[src/rtl/lcdw_pkg.sv]
package lcdw_pkg;

    typedef enum logic [3:0] {
        W_IDLE    = 4'd0,
        W_SETUP_H = 4'd1,
        W_PULSE_H = 4'd2,
        W_HOLD_H  = 4'd3,
        W_SETUP_L = 4'd4,
        W_PULSE_L = 4'd5,
        W_HOLD_L  = 4'd6,
        W_SETTLE  = 4'd7
    } wstate_e;

    typedef struct packed {
        wstate_e    st;
        logic [3:0] lo;
        logic       long_w;
        logic       en;
        logic       rs;
        logic [3:0] d;
    } ctl_t;

    // Nanoseconds to clock cycles, rounded up, never below one cycle.
    function automatic int unsigned ns2cyc(input int unsigned ns, input int unsigned mhz);
        longint unsigned p;
        p = (64'(ns) * 64'(mhz) + 64'd999) / 64'd1000;
        if (p == 64'd0) p = 64'd1;
        return 32'(p);
    endfunction

    function automatic int unsigned imax(input int unsigned a, input int unsigned b);
        return (a > b) ? a : b;
    endfunction

endpackage

[src/rtl/lcdw_cmd_class.sv]
module lcdw_cmd_class (
    input  logic [7:0] byt,
    input  logic       is_data,
    output logic       long_w
);
    // Clear-display (0x01) and return-home (0x02/0x03) need the long settle.
    always_comb begin
        long_w = !is_data && (byt[7:2] == 6'b0) && (byt[1:0] != 2'b00);
    end
endmodule

[src/rtl/lcdw_timer.sv]
module lcdw_timer #(
    parameter int unsigned W = 8
) (
    input  logic         clk,
    input  logic         rst,
    input  logic         load,
    input  logic [W-1:0] load_val,
    output logic         expired
);
    logic [W-1:0] cnt_d, cnt_q;

    always_comb begin
        cnt_d = cnt_q;
        if (load)
            cnt_d = load_val;
        else if (cnt_q != '0)
            cnt_d = cnt_q - W'(1);
    end

    always_ff @(posedge clk) begin
        if (rst) cnt_q <= '0;
        else     cnt_q <= cnt_d;
    end

    assign expired = (cnt_q == '0);
endmodule

[src/rtl/lcdw_dwell.sv]
module lcdw_dwell
    import lcdw_pkg::*;
#(
    parameter int unsigned W        = 8,
    parameter int unsigned SETUP1_C = 1,
    parameter int unsigned PULSE_C  = 1,
    parameter int unsigned HOLD_C   = 1,
    parameter int unsigned SETUP2_C = 1,
    parameter int unsigned SHORT_C  = 1,
    parameter int unsigned LONG_C   = 1
) (
    input  wstate_e      st,
    input  logic         long_w,
    output logic [W-1:0] val
);
    // Value loaded into the timer on entry to a state: dwell cycles minus one.
    always_comb begin
        unique case (st)
            W_SETUP_H: val = W'(SETUP1_C - 1);
            W_PULSE_H,
            W_PULSE_L: val = W'(PULSE_C - 1);
            W_HOLD_H,
            W_HOLD_L:  val = W'(HOLD_C - 1);
            W_SETUP_L: val = W'(SETUP2_C - 1);
            W_SETTLE:  val = long_w ? W'(LONG_C - 1) : W'(SHORT_C - 1);
            default:   val = '0;
        endcase
    end
endmodule

[src/rtl/lcd_nibble_writer.sv]
module lcd_nibble_writer
    import lcdw_pkg::*;
#(
    parameter int unsigned CLK_MHZ  = 200,
    parameter int unsigned EN_NS    = 450,
    parameter int unsigned HOLD_NS  = 20,
    parameter int unsigned GAP_NS   = 1000,
    parameter int unsigned SHORT_NS = 37000,
    parameter int unsigned LONG_NS  = 1640000
) (
    input  logic       clk,
    input  logic       rst,
    input  logic       host_valid,
    output logic       host_ready,
    input  logic [7:0] host_byte,
    input  logic       host_is_data,
    output logic [3:0] lcd_d,
    output logic       lcd_rs,
    output logic       lcd_rw,
    output logic       lcd_en
);
    localparam int unsigned EN_CYC    = ns2cyc(EN_NS, CLK_MHZ);
    localparam int unsigned HOLD_CYC  = ns2cyc(HOLD_NS, CLK_MHZ);
    localparam int unsigned GAP_CYC   = ns2cyc(GAP_NS, CLK_MHZ);
    localparam int unsigned SHORT_CYC = ns2cyc(SHORT_NS, CLK_MHZ);
    localparam int unsigned LONG_CYC  = ns2cyc(LONG_NS, CLK_MHZ);
    localparam int unsigned SETUP2    = (GAP_CYC > HOLD_CYC) ?
                                        imax(EN_CYC, GAP_CYC - HOLD_CYC) : EN_CYC;
    localparam int unsigned MAX_CYC   = imax(imax(imax(EN_CYC, HOLD_CYC), SETUP2),
                                             imax(SHORT_CYC, LONG_CYC));
    localparam int unsigned CW        = $clog2(MAX_CYC + 1);

    ctl_t          r_q, r_d;
    logic          t_load, t_exp, cls_long;
    logic [CW-1:0] t_val;

    lcdw_cmd_class cls_i (
        .byt     (host_byte),
        .is_data (host_is_data),
        .long_w  (cls_long)
    );

    lcdw_dwell #(
        .W(CW), .SETUP1_C(EN_CYC), .PULSE_C(EN_CYC), .HOLD_C(HOLD_CYC),
        .SETUP2_C(SETUP2), .SHORT_C(SHORT_CYC), .LONG_C(LONG_CYC)
    ) dwell_i (
        .st     (r_d.st),
        .long_w (r_d.long_w),
        .val    (t_val)
    );

    lcdw_timer #(.W(CW)) tmr_i (
        .clk      (clk),
        .rst      (rst),
        .load     (t_load),
        .load_val (t_val),
        .expired  (t_exp)
    );

    always_comb begin
        r_d = r_q;
        unique case (r_q.st)
            W_IDLE: begin
                if (host_valid) begin
                    r_d.st     = W_SETUP_H;
                    r_d.lo     = host_byte[3:0];
                    r_d.long_w = cls_long;
                    r_d.rs     = host_is_data;
                    r_d.d      = host_byte[7:4];
                end
            end
            W_SETUP_H: if (t_exp) begin r_d.st = W_PULSE_H; r_d.en = 1'b1; end
            W_PULSE_H: if (t_exp) begin r_d.st = W_HOLD_H;  r_d.en = 1'b0; end
            W_HOLD_H:  if (t_exp) begin r_d.st = W_SETUP_L; r_d.d  = r_q.lo; end
            W_SETUP_L: if (t_exp) begin r_d.st = W_PULSE_L; r_d.en = 1'b1; end
            W_PULSE_L: if (t_exp) begin r_d.st = W_HOLD_L;  r_d.en = 1'b0; end
            W_HOLD_L: begin
                if (t_exp) begin
                    r_d.st = W_SETTLE;
                    r_d.d  = 4'h0;
                    r_d.rs = 1'b0;
                end
            end
            W_SETTLE:  if (t_exp) r_d.st = W_IDLE;
            default:   r_d.st = W_IDLE;
        endcase
        t_load = (r_d.st != r_q.st) && (r_d.st != W_IDLE);
    end

    always_ff @(posedge clk) begin
        if (rst) begin
            r_q.st     <= W_IDLE;
            r_q.lo     <= 4'h0;
            r_q.long_w <= 1'b0;
            r_q.en     <= 1'b0;
            r_q.rs     <= 1'b0;
            r_q.d      <= 4'h0;
        end else begin
            r_q <= r_d;
        end
    end

    assign host_ready = (r_q.st == W_IDLE);
    assign lcd_d      = r_q.d;
    assign lcd_rs     = r_q.rs;
    assign lcd_en     = r_q.en;
    assign lcd_rw     = 1'b0;
endmodule

[config.mk]
export PLATFORM = sky130hd
export DESIGN_NAME = lcd_nibble_writer
export DESIGN_NICKNAME = d
export VERILOG_FILES = /design/src/rtl/lcdw_pkg.sv /design/src/rtl/lcdw_cmd_class.sv /design/src/rtl/lcdw_timer.sv /design/src/rtl/lcdw_dwell.sv /design/src/rtl/lcd_nibble_writer.sv
export SDC_FILE = /design/constraint.sdc
export NUM_CORES = 1
export LEC_CHECK = 0
export BUFFER_PORTS_ARGS = -buffer_cell sky130_fd_sc_hd__buf_2
export CORE_MARGIN = 2
export CORE_UTILIZATION = 62
export CTS_CLUSTER_DIAMETER = 40
export CTS_CLUSTER_SIZE = 20
export DETAILED_ROUTE_END_ITERATION = 8
export PLACE_DENSITY_LB_ADDON = 0.12
export SETUP_SLACK_MARGIN = 0.1
export SLEW_MARGIN = 10
export SYNTH_ARGS = -nofsm -noshare
export SYNTH_HDL_FRONTEND = slang
export SYNTH_SLANG_ARGS = --single-unit
[constraint.sdc]
create_clock -name clk -period 6.84 [get_ports clk]
set_input_delay 0 -clock clk [delete_from_list [all_inputs] [get_ports clk]]
set_output_delay 0 -clock clk [all_outputs]
set_load 0.02 [all_outputs]
# Word-level counts from Yosys, hierarchy flattened
# Index checks and enable logic that the tools add are counted.
# word_totals
inputBits	12
output_inout_bits	8
register_bits	34
# classes
muxes	22
eq_ne	20
reduce_logical	22
addsub	1
# ops
operator	count
$pmux 19 s4	1
$mux 19	3
$eq 4x3->1 const B	8
$mux 4	8
$pmux 4 s8	1
$logic_not 19->1	1
$reduce_bool 19->1	1
$sub 19x1->19 const B	1
$eq 4x2->1 const B	4
$pmux 4 s3	1
$mux 5	2
$mux 9	1
$eq 4x1->1 const B	2
$reduce_bool 2->1	4
$logic_not 6->1	1
$ne 2x2->1 const B	3
$reduce_and 3->1	2
$reduce_or 2->1	3
$logic_not 4->1	1
$ne 2x1->1 const B	2
$ne 4x4->1	1
$pmux 1 s2	2
$reduce_and 4->1	1
$reduce_bool 4->1	1
6 further kinds	10

# Longest topological paths before layout
# Gate-level depths: netlist (run 1).
# depth
depth_word	9
ltp_mapped	9

# Hierarchy
# From an unflattened synthesis (run 1), not the netlist that was laid out.
# hier_totals
hier_cells	268
area_unflattened_um2	2182.1
# modules_own_cells
mod	area_per_inst_um2	cells_per_inst	instances	seq_area_each_um2
lcdw_timer	1104.8	138	1	380.4
lcd_nibble_writer	825.8	97	1	300.3
lcdw_dwell	224.0	30	1	0.0
lcdw_cmd_class	27.5	3	1	0.0

# Worst setup path before layout (run 1)
# No wires, ideal clock.
# synth_timing
path_type	register to register
from	register tmr_i.cnt_q[14]
to	register r_q, in the netlist lcd_d[0]
setup_time_ns	0.121
path_stages_with_launch	7
period_less_slack_ns	2.653
slack_ns	4.187
arrival_ns	2.532
n_path_buf	1
path_cell_list	dfxtp_1 or4_4 or4_1 buf_2 or4_4 a21o_1 mux2_4
# synth_via
elab_chain_len	3
word_cells_on_any_way	4
classes_between	eq/ne: 2; reduce/logical: 2
# synth_rtl
item	line_no	source
start: declaration	lcdw_timer.sv:10	logic [W-1:0] cnt_d, cnt_q;
start signal: assignment	lcdw_timer.sv:22	else cnt_q <= cnt_d;
$logic_not 19->1 *	lcdw_timer.sv:25	assign expired = (cnt_q == '0);
$ne 2x2->1 (no source line)	n/a	
$reduce_and 4->1 (no source line) *	n/a	
end signal: assignment	lcd_nibble_writer.sv:99	r_q <= r_d;
end: declaration	lcd_nibble_writer.sv:33	ctl_t r_q, r_d;
# Every way passes the cells marked *; elsewhere a longest branch is shown, timed or not.
# A chain may end at the register's enable or synchronous reset.

# Final worst setup path (run 1)
# layout_timing
from	register tmr_i.cnt_q[0]
to	register tmr_i.cnt_q[7]
# layout_via
elab_chain_len	7
word_cells_on_any_way	27
classes_between	add/sub: 1; eq/ne: 8; mux: 11; reduce/logical: 7
# layout_rtl
item	line_no	source
$logic_not 19->1	lcdw_timer.sv:25	
$mux 4, or another cell as far along	lcd_nibble_writer.sv:84	W_SETTLE: if (t_exp) r_d.st = W_IDLE;
$pmux 4 s8	lcd_nibble_writer.sv:62	unique case (r_q.st)
$eq 4x1->1, or another cell as far along	lcdw_dwell.sv:18	unique case (st)
$reduce_or 3->1 (no source line) or $reduce_or 2->1 (tied branches)	n/a	
$pmux 19 s4	lcdw_dwell.sv:18	
$mux 19	lcdw_timer.sv:14	if (load)
# Several ways; a longest one is shown, not always the timed one. The select of a mux whose other input is x is not followed.

==> impl_metrics.env, run 1 <==
export IMPL_vias_per_cell=6.125
export IMPL_ys_ff_latch=34
export IMPL_num_fill_cells=276
export IMPL_core_sq_mm=0.003028
export IMPL_critPathKind="reg -> reg"
export IMPL_syn_inst=246
export IMPL_vias=1856
export IMPL_fin_nets=271
export IMPL_ys_seq_area_share_pct=35.05
export IMPL_place_hpwl_um=3207
export IMPL_drive_gt1_share_pct=13.13
export IMPL_slew_viol_final=0
export IMPL_first_iter_violations=154
export IMPL_grt_pass1_vias=1723
export IMPL_layout_min_cycle_time_ns=2.980
export IMPL_vdd_drop_max_v=0.0002303
export IMPL_syn_mean_instance_area_sq_um=7.894
export IMPL_clock_latency_ns=0.35
export IMPL_numClockSinks=34
export IMPL_wl_per_cell_um=14.74
export IMPL_slew_limit_headroom_pct=31.52
export IMPL_grt_remaining_overflow=0
export IMPL_arrival_ns=3.21
export IMPL_ys_types=50
export IMPL_chipWidth_um=59.97
export IMPL_holdPathStages=3
export IMPL_cts_tree="yes"
export IMPL_cts_made_buffers=5
export IMPL_grtUsageTotal_pct=27.86
export IMPL_area_delta_synth_final_pct=8.698
export IMPL_dieArea_sq_mm=0.003596
export IMPL_antenna_cells=0
export IMPL_num_io_pins=20
export IMPL_synthArstFlopShare_pct=0
export IMPL_startpoint_type="flip-flop"
export IMPL_skew_ns=0.009575
export IMPL_h_tree_depth=2
export IMPL_drv_cap=0
export IMPL_cts_root_buf="clkbuf_4"
export IMPL_ant_nets=0
export IMPL_rows=20
export IMPL_path_clk_slew_ns=0.11
export IMPL_power_density_mw_per_mm2=404.1
export IMPL_dieHeight_um=59.97
export IMPL_routed_wl_um=4467
export IMPL_end_kind="flip-flop"
export IMPL_start_util_pct=64.13
export IMPL_postSynth_topFlopCell="dfxtp_1"
export IMPL_grt_setup_unrepaired="no"
export IMPL_antenna_found_initial=0
export IMPL_setup_tns_ns=0
export IMPL_synth_edf_count=0
export IMPL_clk_path_buf_depth=2
export IMPL_first_pass_iters=5
export IMPL_cellLeakagePower_nw=0.7798
export IMPL_port_buffers=18
export IMPL_critPathRequiredTime_ns=7.07
export IMPL_hp_class="in -> reg"
export IMPL_post_route_drc_count=0
export IMPL_hold_viol=0
export IMPL_grt_start_max_net_pins=21
export IMPL_tightest_slew_ns=1.022
export IMPL_max_freq_ghz=0.3356
export IMPL_fin_cells=303
export IMPL_finalCritPeriodShare_pct=43.57
export IMPL_yosys_warnings=0
export IMPL_grt_pass1_wl_um=7596
export IMPL_status="finished, final reports clean"
export IMPL_synth_area_sq_mm=0.001942
export IMPL_place_inst=291
export IMPL_ff2ff_path_depth=7
export IMPL_gp_congestion=0.8670
export IMPL_critPathMaxFanout=14
export IMPL_finalSetupViolCount=0
## layout by cell type (no fill, tap or decap), types with 2 or more instances in the layout
cell type and count:
dfxtp_1 34, o21ai_0 21, nor2_1 20, buf_2 18
a21oi_1 16, nand2_1 15, nor4_1 11, xor2_1 11
a211oi_1 8, nor3_1 8, inv_1 7, nand3_1 7
a31oi_1 7, or4_1 5, clkbuf_4 5, nand2b_1 4
or2_2 4, o22ai_1 4, o211ai_1 4, dlygate4sd3_1 4
a22oi_1 3, xnor2_1 3, a21boi_0 2, nor4b_1 2
o2111ai_1 2, nor2b_1 2, or4_4 2, nor3b_1 2
a21o_1 2, o31ai_1 2, conb_1 2
## flip-flops by register name, summed over array words and instances (netlist names)
signal / flops
r_q: 9
lcd_rs: 1
lcd_d: 4
lcd_en: 1
tmr_i.cnt_q: 19
## synth_stat cells (5+ instances only)
cell type  number  area share, %
dfxtp_1        34             35
nand2_1        15            2.9
a31oi_1         7            2.3
nor2_1         20            3.9
a211oi_1        8            3.1
nor4_1         11            3.5
or4_1           5            1.9
xor2_1         11            5.0
clkbuf_1       12            2.3
buf_4           5            1.9
nor3_1          8            2.1
o21ai_0        21            5.4
inv_1           7            1.4
nand3_1         7            1.8
a21oi_1        16            4.1
## critical path, cell delays in order (launching register included)
cell and delay [ns]:
dfxtp_1 0.34, inv_1 0.09, ha_1 0.21, or4b_1 0.63, nor4_1 0.48, o211ai_1 0.45, o21bai_1 0.51, o22ai_1 0.15
## kinds of logic after synthesis
logic type,synth area share [%]
flops,35.05
other cells,0.1931
fa+ha+maj,0.6442
compound gates,25.71
simple gates,24.74
xor+xnor,6.315
buf+inv,6.057
mux,1.288
## metal layers
layer | track usage (%) | share of wire (%) | vias to the layer above
met5 | 0 | 0 | -
li1 | - | - | 932
met3 | 5.411 | 6.2 | 10
met4 | 14.60 | 2.4 | 0
met2 | 39.60 | 44 | 66
met1 | 39.49 | 48 | 848
## per-stage QoR
stage          utilization [%]  setup slack (ns)  power, mW  hold WS, ns  instance area, sq um
2_1_floorplan                -             4.187     0.6465       0.1475                  1946
3_3_place_gp             66.28             4.051     0.7239       0.2695                  2007
3_5_place_dp             66.28             3.917     0.7272       0.2749                  2007
4_1_cts                  69.71             3.904     0.8481    0.0006192                  2111
5_1_grt                  69.71             3.574     0.9195      0.02856                  2111
6_report                 69.71             3.860     0.8530     0.007249                  2111
## final cells by class
type | instances | area, sq um | area share [%]
multi-input cells | 187 | 1147 | 54.36
flip-flops and latches | 34 | 680.7 | 32.25
repair buffers | 23 | 137.6 | 6.520
well taps | 44 | 55.05 | 2.608
clock buffers | 6 | 51.30 | 2.430
inverters | 7 | 26.28 | 1.245
clock inverters | 2 | 12.51 | 0.5928
## timing repair
item | 4_1_cts | 5_1_grt
resized for setup | 0 | 0
endpoints found under the hold margin | 4 | 0
setup buffers | 0 | 0
hold buffers | 4 | 0
endpoints found under the setup margin | 0 | 0
## path summary, 6_finish.rpt
kind | startpoint | end | slack [ns]
worst max-delay path | tmr_i.cnt_q[0] | tmr_i.cnt_q[7] | 3.86
worst min-delay path | host_valid | r_q[7] | 0.007
worst max register to register | tmr_i.cnt_q[0] | tmr_i.cnt_q[7] | 3.86
worst min register to register | lcd_d[2] | lcd_d[2] | 0.46
## where the power goes
group          total (mW)  leakage (nW)  switching [mW]  internal [mW]
clock               0.120        0.0343          0.0706         0.0494
combinational       0.431         0.467           0.263          0.169
sequential          0.302         0.278          0.0558          0.246
No activity file was read; power rests on OpenSTA's default activity.
==> run 2: changes to the inputs <==
--- a/config.mk
+++ b/config.mk
@@ -5,9 +5,10 @@
 export SDC_FILE = /design/constraint.sdc
 export NUM_CORES = 1
 export LEC_CHECK = 0
+export ABC_AREA = 1
 export BUFFER_PORTS_ARGS = -buffer_cell sky130_fd_sc_hd__buf_2
 export CORE_MARGIN = 2
-export CORE_UTILIZATION = 62
+export CORE_UTILIZATION = 58
 export CTS_CLUSTER_DIAMETER = 40
 export CTS_CLUSTER_SIZE = 20
 export DETAILED_ROUTE_END_ITERATION = 8
==> constraint.sdc (replaced) <==
create_clock -name clk -period 3.1 [get_ports clk]
set_input_delay 0 -clock clk [delete_from_list [all_inputs] [get_ports clk]]
set_output_delay 0 -clock clk [all_outputs]
set_load 0.02 [all_outputs]
==> impl_metrics.env, run 2 <==
export IMPL_status="finished, final reports clean"
export IMPL_cp_common_cell="a21oi_1"
export IMPL_dieArea_sq_mm=0.003938
export IMPL_largest_register_ffs=19
export IMPL_hp_class="in -> reg"
export IMPL_post_cts_buffers=0
export IMPL_synth_top_family_by_area="simple AND/OR/NAND/NOR gates"
export IMPL_layout_min_cycle_time_ns=2.428
export IMPL_first_iter_violations=108
export IMPL_post_route_drc_count=0
export IMPL_grtUsageTotal_pct=24.10
export IMPL_clock_latency_ns=0.34
export IMPL_core_sq_mm=0.003337
export IMPL_critPathKind="reg -> reg"
export IMPL_fin_nets=316
export IMPL_first_pass_iters=4
export IMPL_grt_start_max_net_pins=19
export IMPL_cts_made_buffers=5
export IMPL_path_clk_slew_ns=0.11
export IMPL_hold_viol=0
export IMPL_synth_area_sq_mm=0.002002
export IMPL_num_io_pins=20
export IMPL_max_freq_ghz=0.4119
export IMPL_grt_pass1_wl_um=7493
export IMPL_fin_total_pwr_mw=2.090
export IMPL_path_buf_inv=3
export IMPL_slowest_stage="dlygate4sd3_1"
export IMPL_dieHeight_um=62.75
export IMPL_ant_nets=0
export IMPL_vdd_drop_max_v=0.0003107
export IMPL_synthArstFlopShare_pct=0
export IMPL_critPathRequiredTime_ns=3.40
export IMPL_area_delta_synth_final_pct=13.94
export IMPL_setup_tns_ns=0
export IMPL_slowest_delay_ns=0.55
export IMPL_syn_inst=272
export IMPL_yosys_warnings=0
export IMPL_grt_setup_unrepaired="no"
export IMPL_start_util_pct=59.99
export IMPL_ys_ff_latch=34
export IMPL_drv_cap=0
export IMPL_clk_path_buf_depth=2
export IMPL_startpoint_type="flip-flop"
export IMPL_stdcell_area_sq_mm=0.002281
export IMPL_postPlaceCellArea_sq_mm=0.002081
export IMPL_wl_per_cell_um=12.05
export IMPL_netlist_top_cells_count="49 x nand2_1, 36 x nor2_1, 34 x dfxtp_1"
export IMPL_finalSetupViolCount=0
export IMPL_numClockSinks=34
export IMPL_ys_types=35
export IMPL_critPathMaxFanout=13
export IMPL_vias_per_cell=5.091
export IMPL_synth_area_leaders="dfxtp_1 34%, nand2_1 9.2%, nor2_1 6.8%, a21oi_1 5.0%, xor2_1 4.4%"
export IMPL_cellLeakagePower_nw=1.025
export IMPL_ys_seq_area_share_pct=34.00
export IMPL_end_kind="flip-flop"
export IMPL_vias=1782
export IMPL_yosys_area_top_type="dfxtp_1"
export IMPL_yosys_area_share_simple_pct=38.50
export IMPL_cts_tree="yes"
export IMPL_synth_compound_area_share_pct=11.44
export IMPL_ctsHoldBuffers=14
export IMPL_yosysMostFrequentCell="nand2_1"
export IMPL_fin_cells=350
export IMPL_utilization_pct=68.35
export IMPL_skew_ns=0.006432
export IMPL_ff2ff_path_depth=10
export IMPL_place_hpwl_um=3057
export IMPL_syn_mean_instance_area_sq_um=7.360
export IMPL_postSynth_topFlopCell="dfxtp_1"
export IMPL_worst_path_stages=10
export IMPL_layout_commonest_cell="nand2_1"
export IMPL_rows=21
export IMPL_final_cell_mix="49 x nand2_1, 36 x nor2_1, 34 x dfxtp_1"
export IMPL_yosys_mux_area_fraction_pct=0
export IMPL_finalCritPeriodShare_pct=78.32
export IMPL_holdPathStages=5
export IMPL_antenna_cells=0
export IMPL_synthAdderAreaFrac_pct=0.6250
export IMPL_h_tree_depth=2
export IMPL_grt_remaining_overflow=0
export IMPL_synth_top_area_share_pct=34.00
export IMPL_place_inst=328
export IMPL_gp_congestion=0.8779
export IMPL_cts_resized=0
export IMPL_synth_xor_area_share_pct=6.562
export IMPL_arrival_ns=2.72
export IMPL_crit_chain="inv_1 > ha_1 > nand2_2 > nor2_4 > nand3_4 > inv_2 > a21oi_1 > nand3b_1 > a21oi_1 > dlygate4sd3_1"
export IMPL_routed_wl_um=4217
export IMPL_chipWidth_um=62.75
export IMPL_cts_root_buf="clkbuf_4"
export IMPL_port_buffers=18
export IMPL_synth_edf_count=0
export IMPL_power_density_mw_per_mm2=916.1
export IMPL_drive_gt1_share_pct=21.38
export IMPL_path_delay_family="buffers and inverters"
export IMPL_slew_viol_final=0
export IMPL_top_register="tmr_i.cnt_q"
export IMPL_grt_pass1_vias=1746
export IMPL_antenna_found_initial=0
==> run 2: path summary, 6_finish.rpt <==
path,startpoint,end,slack [ns]
max,tmr_i.cnt_q[0],lcd_rs,0.67
min,host_valid,r_q[10],0.11
max reg2reg,tmr_i.cnt_q[0],lcd_rs,0.67
min reg2reg,r_q[8],lcd_d[1],0.50
==> run 2: kinds of logic (layout without fill, tap and decap cells) <==
group / count (synthesis) / in the layout
AND/OR/NAND/NOR: 144 / 144
XOR/XNOR: 15 / 15
flip-flops: 34 / 34
adder cells (fa/ha/maj): 1 / 1
AO/OA/AOI/OAI: 41 / 41
other: 1 / 2
buffers and inverters: 36 / 67
==> run 2: area by class of cell <==
cell class | instances | area, sq um
multi-input cells | 203 | 1151
fillers | 310 | 1056
flip-flops and latches | 34 | 680.7
repair buffers | 32 | 230.2
inverters | 27 | 101.3
well taps | 46 | 57.56
clock buffers | 7 | 55.05
clock inverters | 1 | 5.005
==> run 2: metal layers <==
layer / GRT usage (%) / vias up / wire length [um]
met2: 40.46 / 44 / 1984
met4: 8.889 / 0 / 62
li1: - / 935 / -
met1: 29.69 / 795 / 1941
met5: 0 / - / 0
met3: 6.306 / 8 / 228
==> run 2: power by group <==
group	internal, mW	switching, mW	total (mW)	leakage, nW
logic	0.454	0.709	1.16	0.711
registers	0.559	0.106	0.665	0.279
clock network	0.110	0.152	0.262	0.0353
total	1.12	0.967	2.09	1.03
==> run 2: worst reg2reg max path: cells and delay by family, from the launching register on <==
kind / cells / cell delay [ns]
AO/OA/AOI/OAI: 2 / 0.24
adder cells (fa/ha/maj): 1 / 0.24
buffers and inverters: 3 / 0.89
flip-flops: 1 / 0.32
AND/OR/NAND/NOR: 4 / 0.68
==> run 2: through the flow <==
stage | hold WS [ns] | setup slack [ns]
global placement | 0.2497 | 0.8682
detailed placement | 0.2532 | 0.7738
finish | 0.1118 | 0.6722
floorplan | 0.06907 | 1.150
global route | 0.1847 | 0.5402
CTS | 0.1144 | 0.7147
==> run 3: changes to the inputs <==
==> constraint.sdc (replaced) <==
create_clock -name clk -period 2.35 [get_ports clk]
set_input_delay 0 -clock clk [delete_from_list [all_inputs] [get_ports clk]]
set_output_delay 0 -clock clk [all_outputs]
set_load 0.02 [all_outputs]
==> impl_metrics.env, run 3 (same netlist as run 2, synthesis figures left out) <==
export IMPL_drv_cap=0
export IMPL_gp_congestion=0.8494
export IMPL_antenna_found_initial=0
export IMPL_first_pass_iters=4
export IMPL_reg2reg_to="tmr_i.cnt_q[12]"
export IMPL_grt_setup_unrepaired="no"
export IMPL_path_buf_inv=1
export IMPL_clk_path_buf_depth=2
export IMPL_startpoint_type="flip-flop"
export IMPL_cts_made_buffers=5
export IMPL_place_hpwl_um=3058
export IMPL_grt_remaining_overflow=0
export IMPL_vias_per_cell=5.229
export IMPL_cts_tree="yes"
export IMPL_end_kind="flip-flop"
export IMPL_worstHoldStart="host_valid"
export IMPL_holdPathStages=6
export IMPL_largest_register_ffs=19
export IMPL_cellLeakagePower_nw=1.061
export IMPL_numClockSinks=34
export IMPL_hold_viol=0
export IMPL_setup_tns_ns=0
export IMPL_wl_per_cell_um=12.58
export IMPL_layout_commonest_cell="nand2_1"
export IMPL_finalSetupViolCount=0
export IMPL_port_buffers=18
export IMPL_critPathMaxFanout=8
export IMPL_top_register="tmr_i.cnt_q"
export IMPL_slowest_stage="dfxtp_1"
export IMPL_slowest_delay_ns=0.37
export IMPL_grtUsageTotal_pct=23.24
export IMPL_reg2reg_slack_ns=0.20
export IMPL_vias=1872
export IMPL_rows=21
export IMPL_cts_root_buf="clkbuf_4"
export IMPL_grt_pass1_vias=1642
export IMPL_cp_common_cell="nand2_2"
export IMPL_path_delay_family="simple AND/OR/NAND/NOR gates"
export IMPL_arrival_ns=2.41
export IMPL_vdd_drop_max_v=0.0004624
export IMPL_h_tree_depth=2
export IMPL_first_iter_violations=124
export IMPL_fin_nets=325
export IMPL_crit_chain="nor2_2 > nand2_2 > nor2_4 > nand3_4 > nor2_4 > nor2_1 > nand2_2 > nand2_4 > nand2_2 > nand3_4 > nand2_8 > buf_4 > nand2_2 > a21oi_1"
export IMPL_status="finished, final reports clean"
export IMPL_layout_min_cycle_time_ns=2.149
export IMPL_dpl_worst_slack_ns=0.1828
export IMPL_num_fill_cells=286
export IMPL_drive_gt1_share_pct=25.64
export IMPL_hold_end="r_q[8]"
export IMPL_post_route_drc_count=0
export IMPL_core_sq_mm=0.003337
export IMPL_slew_viol_final=0
export IMPL_finalWorstSetupSlack_ns=0.2010
export IMPL_critPathRequiredTime_ns=2.62
export IMPL_area_delta_synth_final_pct=18.25
export IMPL_dieHeight_um=62.75
export IMPL_ant_nets=0
export IMPL_power_density_mw_per_mm2=1206
export IMPL_chipWidth_um=62.75
export IMPL_num_io_pins=20
export IMPL_skew_ns=0.01005
export IMPL_finalCritPeriodShare_pct=91.45
export IMPL_max_freq_ghz=0.4653
export IMPL_grt_start_max_net_pins=19
export IMPL_antenna_cells=0
export IMPL_final_cell_mix="48 x nand2_1, 36 x nor2_1, 34 x dfxtp_1"
export IMPL_routed_wl_um=4503
export IMPL_regToRegStartpoint="tmr_i.cnt_q[4]"
export IMPL_critPathKind="reg -> reg"
export IMPL_hp_class="in -> reg"
export IMPL_start_util_pct=59.99
export IMPL_grt_pass1_wl_um=7258
export IMPL_clock_latency_ns=0.34
export IMPL_path_clk_slew_ns=0.10
export IMPL_dieArea_sq_mm=0.003938
export IMPL_ff2ff_path_depth=14
run 3: final cells by class:
cell class	instances	area [sq um]	share of cell area (%)
Clock buffer	7	45.04	1.903
Inverter	27	101.3	4.281
Multi-Input combinational cell	204	1190	50.26
Sequential cell	34	680.7	28.75
Tap cell	46	57.56	2.431
Timing Repair Buffer	40	292.8	12.37
run 3: worst max path at each step:
stage,startpoint,end,slack (ns),cells after the start
2_1_floorplan,tmr_i.cnt_q[0],tmr_i.cnt_q[4],0.40,13
4_1_cts,tmr_i.cnt_q[0],tmr_i.cnt_q[8],0.15,14
3_3_place_gp,tmr_i.cnt_q[0],tmr_i.cnt_q[12],0.25,15
5_1_grt,tmr_i.cnt_q[1],tmr_i.cnt_q[12],0.02,15
3_5_place_dp,tmr_i.cnt_q[0],tmr_i.cnt_q[8],0.18,15
6_report,tmr_i.cnt_q[4],tmr_i.cnt_q[12],0.20,14
run 3: worst register-to-register path, cell delays in order (launching register included):
cell and delay (ns):
dfxtp_1 0.37, nor2_2 0.19, nand2_2 0.10, nor2_4 0.16, nand3_4 0.14, nor2_4 0.14, nor2_1 0.06, nand2_2 0.10
nand2_4 0.09, nand2_2 0.09, nand3_4 0.13, nand2_8 0.15, buf_4 0.12, nand2_2 0.04, a21oi_1 0.17
run 3: stage by stage:
step / power (mW) / utilization [%] / area [sq um] / std cells / hold WS [ns]
floorplan: 2.159 / - / 2006 / 273 / 0.06907
global placement: 2.387 / 63.48 / 2118 / 333 / 0.2456
detailed placement: 2.404 / 63.48 / 2118 / 333 / 0.2475
CTS: 2.726 / 67.83 / 2263 / 350 / 0.1440
global route: 3.077 / 70.94 / 2367 / 358 / 0.1739
finish: 2.854 / 70.94 / 2367 / 358 / 0.1605
run 3: layer usage:
layer	part of all wire [%]	vias to the layer above	global-route usage [%]
met5	0	-	0
met4	2.1	0	10.28
met3	4.2	11	5.405
met2	50	37	40.32
met1	44	863	27.24
li1	-	961	-
run 3: power by group:
part	switching, mW	internal [mW]	total [mW]
Combinational	0.972	0.697	1.67
Sequential	0.145	0.737	0.882
Clock	0.191	0.113	0.304
run 3: what timing repair did:
item	4_1_cts	5_1_grt
hold buffers	10	0
endpoints found under the setup margin	0	18
resized for setup	0	6
endpoints found under the hold margin	11	0
buffers inserted	0	7
